File: config.mk
export PLATFORM = sky130hd
export DESIGN_NAME = xmem_pager
export DESIGN_NICKNAME = d
export VERILOG_FILES = /design/src/rtl/xmp_pkg.sv /design/src/rtl/xmp_sequencer.sv /design/src/rtl/xmp_port_mux.sv /design/src/rtl/xmp_read_capture.sv /design/src/rtl/xmem_pager.sv
export SDC_FILE = /design/constraint.sdc
export NUM_CORES = 1
export LEC_CHECK = 0
export BUFFER_PORTS_ARGS = -buffer_cell sky130_fd_sc_hd__clkbuf_2
export CAP_MARGIN = 20
export CORE_ASPECT_RATIO = 0.75
export CORE_MARGIN = 3
export CORE_UTILIZATION = 50
export DETAILED_ROUTE_END_ITERATION = 10
export HOLD_SLACK_MARGIN = 0.06
export PLACE_DENSITY = 0.85
export RECOVER_POWER = 50
export SLEW_MARGIN = 20
export SYNTH_ARGS = -nofsm -noshare
export SYNTH_HDL_FRONTEND = slang
export SYNTH_HIERARCHICAL = 1
export SYNTH_SLANG_ARGS = --single-unit
File: constraint.sdc
create_clock -name clk -period 4.6 [get_ports clk]
set_clock_uncertainty 0.1 [all_clocks]
set_input_delay 0.92 -clock clk [delete_from_list [all_inputs] [get_ports clk]]
set_output_delay 0.92 -clock clk [all_outputs]
set_load 0.01 [all_outputs]
File: src/rtl/xmp_pkg.sv
package xmp_pkg;
  typedef enum logic [2:0] {
    S_IDLE    = 3'd0,
    S_ADDR    = 3'd1,
    S_HOLD    = 3'd2,
    S_STROBE  = 3'd3,
    S_RELEASE = 3'd4,
    S_DONE    = 3'd5
  } xmp_state_e;
endpackage

File: src/rtl/xmp_sequencer.sv
module xmp_sequencer
  import xmp_pkg::*;
#(
  parameter int STROBE_CYCLES = 3
) (
  input  logic       clk,
  input  logic       rst_n,
  input  logic       start,
  output xmp_state_e state,
  output logic       last_strobe
);
  localparam int CNT_W = $clog2(STROBE_CYCLES + 1);

  logic [CNT_W-1:0] cnt;

  assign last_strobe = (state == S_STROBE) && (cnt == CNT_W'(STROBE_CYCLES - 1));

  always_ff @(posedge clk or negedge rst_n) begin
    if (!rst_n) begin
      state <= S_IDLE;
      cnt   <= '0;
    end else begin
      case (state)
        S_IDLE:    if (start) state <= S_ADDR;
        S_ADDR:    state <= S_HOLD;
        S_HOLD: begin
          state <= S_STROBE;
          cnt   <= '0;
        end
        S_STROBE: begin
          if (last_strobe) state <= S_RELEASE;
          else             cnt   <= cnt + 1'b1;
        end
        S_RELEASE: state <= S_DONE;
        S_DONE:    state <= S_IDLE;
        default:   state <= S_IDLE;
      endcase
    end
  end
endmodule

File: src/rtl/xmp_port_mux.sv
module xmp_port_mux
  import xmp_pkg::*;
#(
  parameter int BYTE_W = 8
) (
  input  xmp_state_e        state,
  input  logic              is_write,
  input  logic [BYTE_W-1:0] page_b,
  input  logic [BYTE_W-1:0] high_b,
  input  logic [BYTE_W-1:0] low_b,
  input  logic [BYTE_W-1:0] wdata,
  output logic [BYTE_W-1:0] lo_out,
  output logic              lo_oe,
  output logic [BYTE_W-1:0] hi_out,
  output logic              ale,
  output logic              rd_n,
  output logic              wr_n
);
  always_comb begin
    lo_out = '0;
    lo_oe  = 1'b0;
    hi_out = '0;
    ale    = 1'b0;
    rd_n   = 1'b1;
    wr_n   = 1'b1;
    case (state)
      S_ADDR: begin
        ale    = 1'b1;
        lo_out = low_b;
        lo_oe  = 1'b1;
        hi_out = page_b;
      end
      S_HOLD: begin
        lo_out = low_b;
        lo_oe  = 1'b1;
        hi_out = high_b;
      end
      S_STROBE: begin
        hi_out = high_b;
        if (is_write) begin
          lo_out = wdata;
          lo_oe  = 1'b1;
          wr_n   = 1'b0;
        end else begin
          rd_n   = 1'b0;
        end
      end
      S_RELEASE: begin
        hi_out = high_b;
        if (is_write) begin
          lo_out = wdata;
          lo_oe  = 1'b1;
        end
      end
      S_DONE: hi_out = high_b;
      default: ;
    endcase
  end
endmodule

File: src/rtl/xmp_read_capture.sv
module xmp_read_capture #(
  parameter int BYTE_W = 8
) (
  input  logic              clk,
  input  logic              rst_n,
  input  logic              sample,
  input  logic [BYTE_W-1:0] bus_in,
  output logic [BYTE_W-1:0] held
);
  always_ff @(posedge clk or negedge rst_n) begin
    if (!rst_n)      held <= '0;
    else if (sample) held <= bus_in;
  end
endmodule

File: src/rtl/xmem_pager.sv
module xmem_pager
  import xmp_pkg::*;
#(
  parameter int BYTE_W        = 8,
  parameter int STROBE_CYCLES = 3,
  localparam int ADDR_W       = 3 * BYTE_W
) (
  input  logic              clk,
  input  logic              rst_n,
  input  logic              req_valid,
  output logic              req_ready,
  input  logic              req_write,
  input  logic [ADDR_W-1:0] req_addr,
  input  logic [BYTE_W-1:0] req_wdata,
  output logic              busy,
  output logic              rsp_valid,
  output logic [BYTE_W-1:0] rsp_rdata,
  output logic [BYTE_W-1:0] lo_out,
  output logic              lo_oe,
  input  logic [BYTE_W-1:0] lo_in,
  output logic [BYTE_W-1:0] hi_out,
  output logic              ale,
  output logic              rd_n,
  output logic              wr_n
);
  xmp_state_e        state;
  logic              last_strobe;
  logic              take;
  logic              cur_write;
  logic [ADDR_W-1:0] cur_addr;
  logic [BYTE_W-1:0] cur_wdata;

  assign req_ready = (state == S_IDLE);
  assign busy      = !req_ready;
  assign take      = req_valid && req_ready;
  assign rsp_valid = (state == S_DONE);

  always_ff @(posedge clk or negedge rst_n) begin
    if (!rst_n) begin
      cur_write <= 1'b0;
      cur_addr  <= '0;
      cur_wdata <= '0;
    end else if (take) begin
      cur_write <= req_write;
      cur_addr  <= req_addr;
      cur_wdata <= req_wdata;
    end
  end

  xmp_sequencer #(.STROBE_CYCLES(STROBE_CYCLES)) u_seq (
    .clk        (clk),
    .rst_n      (rst_n),
    .start      (take),
    .state      (state),
    .last_strobe(last_strobe)
  );

  xmp_port_mux #(.BYTE_W(BYTE_W)) u_mux (
    .state   (state),
    .is_write(cur_write),
    .page_b  (cur_addr[3*BYTE_W-1:2*BYTE_W]),
    .high_b  (cur_addr[2*BYTE_W-1:BYTE_W]),
    .low_b   (cur_addr[BYTE_W-1:0]),
    .wdata   (cur_wdata),
    .lo_out  (lo_out),
    .lo_oe   (lo_oe),
    .hi_out  (hi_out),
    .ale     (ale),
    .rd_n    (rd_n),
    .wr_n    (wr_n)
  );

  xmp_read_capture #(.BYTE_W(BYTE_W)) u_cap (
    .clk   (clk),
    .rst_n (rst_n),
    .sample(last_strobe && !cur_write),
    .bus_in(lo_in),
    .held  (rsp_rdata)
  );
endmodule

# Word-level counts from Yosys, hierarchy flattened

Index checks and enable logic that the tools add are counted.

Output and inout port bits: 31
Bits of input ports: 44
Register bits: 46
Word-level logic and storage cells: 42

Multiplexer cells: 14
Equality and inequality tests: 9
Add/subtract/negate cells: 1
Reductions and logical operators: 12

Operators with widths:

| kind                                                 | number |
|---|---|
| case mux 8 bit (2 select lines)                      | 2 |
| case mux 3 bit (5 select lines)                      | 1 |
| 2-to-1 mux 8 bit                                     | 1 |
| equality test 3 x 2 -> 1 bit (second input constant) | 2 |
| equality test 3 bit (second input constant)          | 2 |
| 2-to-1 mux 3 bit                                     | 2 |
| 2-to-1 mux 1 bit                                     | 5 |
| != test 2 bit (second input constant)                | 2 |
| case mux 2 bit (2 select lines)                      | 1 |
| AND reduction 2 bit                                  | 2 |
| OR reduction 2 bit                                   | 2 |
| OR reduction 4 bit                                   | 1 |
| equality test 3 x 1 -> 1 bit (second input constant) | 1 |
| logical AND 1 bit                                    | 3 |
| logical NOT 3 bit                                    | 1 |
| adder 2 x 1 -> 2 bit (second input constant)         | 1 |
| equality test 2 bit (second input constant)          | 1 |
| logical NOT 1 bit                                    | 2 |
| 2-to-1 mux 2 bit                                     | 1 |
| != test 2 x 1 -> 1 bit (second input constant)       | 1 |
| case mux 1 bit (2 select lines)                      | 1 |
| nonzero test 2 bit                                   | 1 |

# Logic depth before layout (Yosys ltp)

Gate-level depths: netlist of the first run.

Depth in word-level cells: 4
Gate-level depth with buffers: 7
Mapped depth without buffers: 6

# Cells and area by module

The synthesis of the first run kept the hierarchy.

Modules (own cells, without submodules):

| module           | sequential area each (µm²) | instances | cells an instance | area an instance (µm²) |
|---|---|---|---|---|
| xmem_pager       | 825.8                      | 1         | 74                | 1280.0 |
| xmp_port_mux     | 0.0                        | 1         | 87                | 570.5 |
| xmp_read_capture | 200.2                      | 1         | 17                | 331.6 |
| xmp_sequencer    | 125.1                      | 1         | 24                | 241.5 |

# Least setup slack after synthesis of the first run

OpenSTA, ideal clock, no wires.

Path type: register to output
Start: reg u_seq.state[1]
End: out lo_out[0]
Data arrival time: 1272 ps
Data required time: 3580 ps
Cell stages (with the launch flop): 6
Slack: 2308 ps
Buffers on the path: 2
Path through: dfrtp_1 buf_6 and2_1 buf_2 nand3_1 o211ai_1

Word-level cells in the longest chain between the ends: 3
Elaborated cells between the ends (all ways): 7
Those cells by class: eq/ne (4); mux (1); reduce/logical (2)

Ends and longest elaborated chain:

| element                                                    | RTL line            | RTL |
|---|---|---|
| start, declared                                            | xmp_sequencer.sv:9  | `output xmp_state_e state,` |
| start signal, assigned                                     | xmp_sequencer.sv:20 | `state <= S_IDLE;` |
| start signal, assigned                                     | xmp_sequencer.sv:24 | `S_IDLE: if (start) state <= S_ADDR;` |
| start signal, assigned                                     | xmp_sequencer.sv:25 | `S_ADDR: state <= S_HOLD;` |
| equality test 3 x 2 -> 1 bit, or another cell as far along | xmp_port_mux.sv:26  | `case (state)` |
| OR reduction 2 bit (no source line)                        | --                  |  |
| case mux 8 bit (2 select lines) *                          | xmp_port_mux.sv:26  |  |
| end, declared                                              | xmem_pager.sv:18    | `output logic [BYTE_W-1:0] lo_out,` |

Every way passes the cells marked *; elsewhere a longest branch is shown, timed or not.

# Final worst setup path of the first run

Start: reg u_seq.state[2]
End: out hi_out[6]

Word-level cells in the longest chain between the ends: 3
Elaborated cells between the ends (all ways): 7
Those cells by class: eq/ne (5); mux (1); reduce/logical (1)

Ends and longest elaborated chain:

| element                                                             | RTL line           | RTL |
|---|---|---|
| equality test 3 bit or equality test 3 x 2 -> 1 bit (tied branches) | xmp_port_mux.sv:26 |  |
| OR reduction 4 bit (no source line)                                 | --                 |  |
| case mux 8 bit (2 select lines) *                                   | xmp_port_mux.sv:26 |  |
| end, declared                                                       | xmem_pager.sv:21   | `output logic [BYTE_W-1:0] hi_out,` |

Marks and branches as above.

==> results of run 1 <==
-- path summary, 6_finish.rpt --
path                                             end                  startpoint  slack (ps)
setup / recovery                           hi_out[6]  u_seq/state[2]$_DFFE_PN0P_        1360
hold / removal              cur_addr[23]$_DFFE_PN0P_    cur_addr[23]$_DFFE_PN0P_         410
setup reg to reg            cur_wdata[7]$_DFFE_PN0P_  u_seq/state[1]$_DFFE_PN0P_        1900
hold reg to reg             cur_addr[23]$_DFFE_PN0P_    cur_addr[23]$_DFFE_PN0P_         410
max in group asynchronous  u_cap/held[0]$_DFFE_PN0P_                       rst_n        1780
min in group asynchronous   cur_addr[19]$_DFFE_PN0P_                       rst_n        1250
-- area by class of cell --
class | instances | area share (%)
sequential | 46 | 40.00
multi-input combinational | 138 | 39.17
timing repair buffer | 77 | 13.00
clock buffer | 6 | 2.870
tap | 57 | 2.478
clock inverter | 2 | 2.087
inverter | 3 | 0.3913
-- synth_stat cells, types with 3 or more instances --
library cell | count | share of area [%]
nand2_1 | 10 | 1.5
a22oi_1 | 6 | 1.9
o211ai_1 | 8 | 2.5
dfrtp_1 | 46 | 47
inv_1 | 3 | 0.46
buf_6 | 7 | 3.3
o21ai_0 | 4 | 0.83
mux2_2 | 32 | 15
and2b_1 | 3 | 0.93
nor2b_1 | 3 | 0.77
buf_2 | 5 | 1.0
and2b_4 | 5 | 2.1
mux2_4 | 8 | 5.0
o21ai_1 | 16 | 3.3
nand3_1 | 17 | 3.5
-- layer usage --
layer	vias to the layer above	wire length, µm	global-route usage, %
met4	0	101	7.004
met1	887	2315	26.26
li1	868	-	-
met5	-	0	0
met3	9	480	6.974
met2	67	2285	29.10
-- cell families after synthesis --
| kind of cell | Yosys count | synth area share, % |
|---|---|---|
| compound gates | 40 | 10.84 |
| fa+ha+maj | 1 | 0.5162 |
| buf+inv | 18 | 5.369 |
| flops | 46 | 47.50 |
| mux | 41 | 20.29 |
| simple gates | 56 | 15.49 |
-- registers in the layout (all words and copies together), names as in the netlist --
signal	cells
cur_addr	24
u_seq/cnt	2
cur_write	1
cur_wdata	8
u_seq/state	3
u_cap/held	8
-- through the flow --
step,worst slack [ps],hold WS (ps),util (%),instances
final,1364,413.6,62.94,329
after global routing,1176,435.0,62.94,329
after CTS,1349,418.2,63.74,329
after detailed placement,1687,399.0,60.62,321
after global placement,1723,384.1,60.56,321
after floorplan,2308,358.8,-,202
-- worst reg2reg max path, stage by stage, from the launching register on --
cell and delay [ps]:
dfrtp_1 740, nor4b_1 550, clkbuf_1 760, mux2_2 430
-- power by group through the flow --
stage | logic [µW] | registers (µW) | clock network (µW)
6_report | 854 | 809 | 370
3_3_place_gp | 850 | 804 | 0
4_1_cts | 880 | 813 | 376
3_5_place_dp | 875 | 818 | 0
5_1_grt | 945 | 844 | 393
2_1_floorplan | 680 | 739 | 0
==> out/metrics.cfg, run 1 <==
[power]
power_density_nw_per_um2=706.7
p_switching_uw=730.3
p_int_uw=1304
swShare_pct=35.91
p_leak_uw=0.001328
p_seq_share_pct=39.8
peakVddDrop_v=0.0003770
p_clk_share_pct=18.2
combPwrFrac_pct=42.0
total_power_uw=2034

[critical_path]
cpPeakStageDelay_ps=710
slowest_stage=dfrtp_1
crit_family=flip-flops
worstRegToRegCells=3
worst-path-stages=5
worstPathMaxFanout=22
critical_path_arrival_ps=2220
worst-path-buf-inv=2
crit_chain=buf_4 -> nor2b_1 -> nand2_1 -> o21ai_1 -> clkbuf_2
worst_setup_path_start_kind=flop
crit_type=reg -> out
crit_required_ps=3580
end_kind=output port

[job]
maxCapViolations=1

[clocking]
cts.path.max_buffers=2
clk-insertion-delay-late_ps=300
cts_hold_buf=0
post-cts-setup-buffers=0
cts_made_buffers=5
cts_tree=yes
cts_resized=0
root_buffer=clkbuf_8
h-tree-depth=2
cts_sinks=46
path_clk_slew_ps=80

[sta]
fmax_mhz=309.0
finalCritPeriodShare_pct=70.34
hold_violations=0
finalCriticalPeriod_ps=3236
finalSetupTns_ps=0
drv_slew=47
rsz0062_at_grt=no
max_slew_margin_pct=-61.35
setup_viol=0
worst-slew-pin-transition_ps=2420

[synth]
ys_seq_area_share_pct=47.50
synthFlopType=dfrtp_1
synth-edff-count=0
synthArstFlopShare_pct=100.0
postSynthCellCount=202
ys_types=39
synth_area_per_cell_um2=12.00
synth_area_um2=2424
synth_warnings=6
syn_nets=247
ys_ff_latch=46

[worst_hold_path]
hold_path_class=reg -> reg
min_path_cells=1

[die]
io_pins=75
die_x_um=86.39
core_um2=4572
die_h_um=66.30
dieArea_um2=5727
initial_core_util_pct=53.01
rows=21

[cells_and_area]
syn_to_final_growth_pct=18.74
diodes=0
mostFrequentLayoutCells=65 x clkbuf_2, 46 x dfrtp_1, 32 x mux2_2
final_common_cell=clkbuf_2
fin_area_um2=2878
layout.nets=316
multi_input_area_um2=1127
seqCellArea_um2=1151
drive_gt1_share_pct=45.59
nFillCells=360

[route]
firstDrtPassIters=4
vias=1831
routed_wl_um=5182
detail-route-antenna-nets=0
drc=0
viasPerCell=5.565
first_iter_violations=161
detail_route.wl_per_cell_um=15.75

[status]
status=finished, violations left
violations=max-capacitance violations, max-slew violations

[global_routing]
gr-usage-all-layers_pct=19.57
grt_overflow=0
antenna_found_initial=0
grt_pass1_vias=1824
grt_pass1_wl_um=8652
grt_max_degree=47

[placed_design]
port_buffers=74
gp_congestion=0.8364
place_hpwl_um=3728
placed_cell_area_um2=2771

Note: power is estimated with default switching activity, not from simulation.
==> inputs of run 2 (changes only) <==
Clock period 4.6 ns to 3.2 ns, I/O delays scaled along.
==> run 2 against run 1 <==
The flow still finishes with violations (max-capacitance violations, max-slew violations). Die area did not move. Cell area fell by 0.65%. Critical path depth did not move. Via count fell by 2.8%. Final cell count rose by 0.61%. Sequential power rose by 42%. First-iteration DRC count fell by 41%. Hold slack improved by 3.1 ps. Global-route usage fell by 0.72 points. Wire length fell by 3.5%. Sequential cell count did not move. Setup slack got worse by 940 ps. Largest cell class unchanged. Highest routed layer unchanged.
==> out/metrics.cfg, run 2 (same netlist as run 1, synthesis figures left out) <==
[cells_and_area]
largest_register_ffs=24  ; unchanged
reg.largest.list=cur_addr x24, cur_wdata x8, u_cap/held x8  ; unchanged
regMostFlops=cur_addr  ; unchanged
fin_area_um2=2859  ; was 2878 µm²
diodes=0  ; unchanged
syn_to_final_growth_pct=17.97  ; was 18.74%
layout.nets=318  ; was 316
drive_gt1_share_pct=45.99  ; was 45.59%
mostFrequentLayoutCells=65 x clkbuf_2, 46 x dfrtp_1, 32 x mux2_2  ; unchanged
final_common_cell=clkbuf_2  ; unchanged

[critical_path]
reg2reg_from=u_seq/state[1]$_DFFE_PN0P_  ; unchanged
worstPathMaxFanout=15  ; was 22
crit_type=reg -> out  ; unchanged
critical_path_arrival_ps=2040  ; was 2220 ps
regToRegSetupSlack_ps=510  ; was 1900 ps
r2r_end=cur_addr[13]$_DFFE_PN0P_  ; was cur_wdata[7]$_DFFE_PN0P_
end_kind=output port  ; unchanged
worst_setup_path_start_kind=flop  ; unchanged
worstRegToRegCells=4  ; was 3
crit_required_ps=2460  ; was 3580 ps

[die]
die_x_um=86.39  ; unchanged
die_h_um=66.30  ; unchanged
initial_core_util_pct=53.01  ; unchanged
core_um2=4572  ; unchanged
dieArea_um2=5727  ; unchanged
rows=21  ; unchanged
io_pins=75  ; unchanged

[global_routing]
antenna_found_initial=0  ; unchanged
grt_overflow=0  ; unchanged
grt_max_degree=47  ; unchanged
grt_pass1_vias=1799  ; was 1824
gr-usage-all-layers_pct=18.85  ; was 19.57%
grt_pass1_wl_um=8466  ; was 8652 µm

[sta]
rsz0062_at_grt=no  ; unchanged
fmax_mhz=359.9
finalCriticalPeriod_ps=2779
drv_slew=47  ; unchanged
fin_ws_ps=421.3  ; was 1364 ps
worst-slew-pin-transition_ps=2381  ; was 2420 ps
setup_viol=0  ; unchanged
finalSetupTns_ps=0  ; unchanged
finalCritPeriodShare_pct=86.83
max_slew_margin_pct=-58.75  ; was -61.35%
hold_violations=0  ; unchanged

[route]
first_iter_violations=95  ; was 161
detail-route-antenna-nets=0  ; unchanged
routed_wl_um=5002  ; was 5182 µm
drc=0  ; unchanged
wl_met1_um=2378  ; was 2315 µm
viasPerCell=5.375  ; was 5.565
detail_route.wl_per_cell_um=15.11  ; was 15.75 µm
wl_met3_um=419  ; was 480 µm
top_layer=met4  ; unchanged
vias=1779  ; was 1831
routed-wl-met2_um=2177  ; was 2285 µm
firstDrtPassIters=4  ; unchanged

[job]
maxCapViolations=1  ; unchanged

[clocking]
cts_made_buffers=5  ; unchanged
cts_hold_buf=0  ; unchanged
h-tree-depth=2  ; unchanged
root_buffer=clkbuf_8  ; unchanged
cts_resized=0  ; unchanged
path_clk_slew_ps=80  ; about the same
cts_sinks=46  ; unchanged
cts_tree=yes  ; unchanged
clk-insertion-delay-late_ps=290  ; was 300 ps
cts.path.max_buffers=2  ; unchanged
post-cts-setup-buffers=0  ; unchanged

[placed_design]
placed_cell_area_um2=2784  ; was 2771 µm²
pre_cts_ws_ps=772.2  ; was 1687 ps
place_hpwl_um=3714  ; was 3728 µm
port_buffers=74  ; unchanged
gp_congestion=0.8626  ; was 0.8364

[status]
status=finished, violations left  ; unchanged
violations=max-capacitance violations, max-slew violations  ; unchanged

[worst_hold_path]
hold_start=cur_addr[6]$_DFFE_PN0P_  ; was cur_addr[23]$_DFFE_PN0P_
hold_path_class=reg -> reg  ; unchanged
min_path_cells=1  ; unchanged
whs_endpoint=cur_addr[6]$_DFFE_PN0P_  ; was cur_addr[23]$_DFFE_PN0P_

[power]
power_density_nw_per_um2=983.4  ; was 706.7 nW/µm²
p_leak_uw=0.001325  ; was 0.001328 µW
peakVddDrop_v=0.0005067  ; was 0.0003770 V

[run 2: metal layers]
metal / track usage [%] / up-vias
met5: 0 / -
met4: 4.864 / 0
met3: 6.351 / 2
met2: 27.96 / 62
met1: 26.38 / 841
li1: - / 874
[run 2: cell type report]
cell class              instances  area [µm²]
clock inverters                 3       40.04
repair buffers                 79       389.1
flip-flops and latches         46        1151
clock buffers                   5       68.82
inverters                       3       11.26
multi-input cells             138        1127
fillers                       385        1713
well taps                      57       71.32
[run 2: how the worst max path moves through the flow]
| stage | start | to | slack (ps) | cells after the start |
|---|---|---|---|---|
| floorplan | u_seq/state[1]$_DFFE_PN0P_ | lo_out[0] | 1190 | 5 |
| global placement | u_seq/state[1]$_DFFE_PN0P_ | lo_out[7] | 850 | 5 |
| detailed placement | u_seq/state[1]$_DFFE_PN0P_ | lo_out[7] | 770 | 5 |
| CTS | u_seq/state[1]$_DFFE_PN0P_ | lo_out[7] | 430 | 5 |
| global route | rst_n | cur_addr[5]$_DFFE_PN0P_ | 150 | 1 |
| finish | u_seq/state[1]$_DFFE_PN0P_ | lo_out[7] | 420 | 5 |
[run 2: power by group]
part	leakage (µW)	internal (µW)	total, µW	switching [µW]
Combinational	0.000710	684	1250	564
Clock	0.0000579	230	418	188
Sequential	0.000557	865	1150	281
Total	0.00132	1780	2810	1030
[run 2: critical path, cell delays in order, from the launching register on]
cell,delay [ps]
dfrtp_1,590
buf_4,290
nor3b_4,390
nand3_1,130
o211ai_1,160
clkbuf_2,180
[run 2: through the flow]
| stage | utilization [%] | hold WS [ps] | power, µW | instances |
|---|---|---|---|---|
| floorplan | - | 244.4 | 2040 | 202 |
| CTS | 63.27 | 418.3 | 2862 | 331 |
| finish | 62.53 | 416.7 | 2812 | 331 |
| detailed placement | 60.89 | 389.8 | 2437 | 323 |
| global route | 62.53 | 441.3 | 3020 | 331 |
| global placement | 60.89 | 389.2 | 2386 | 323 |
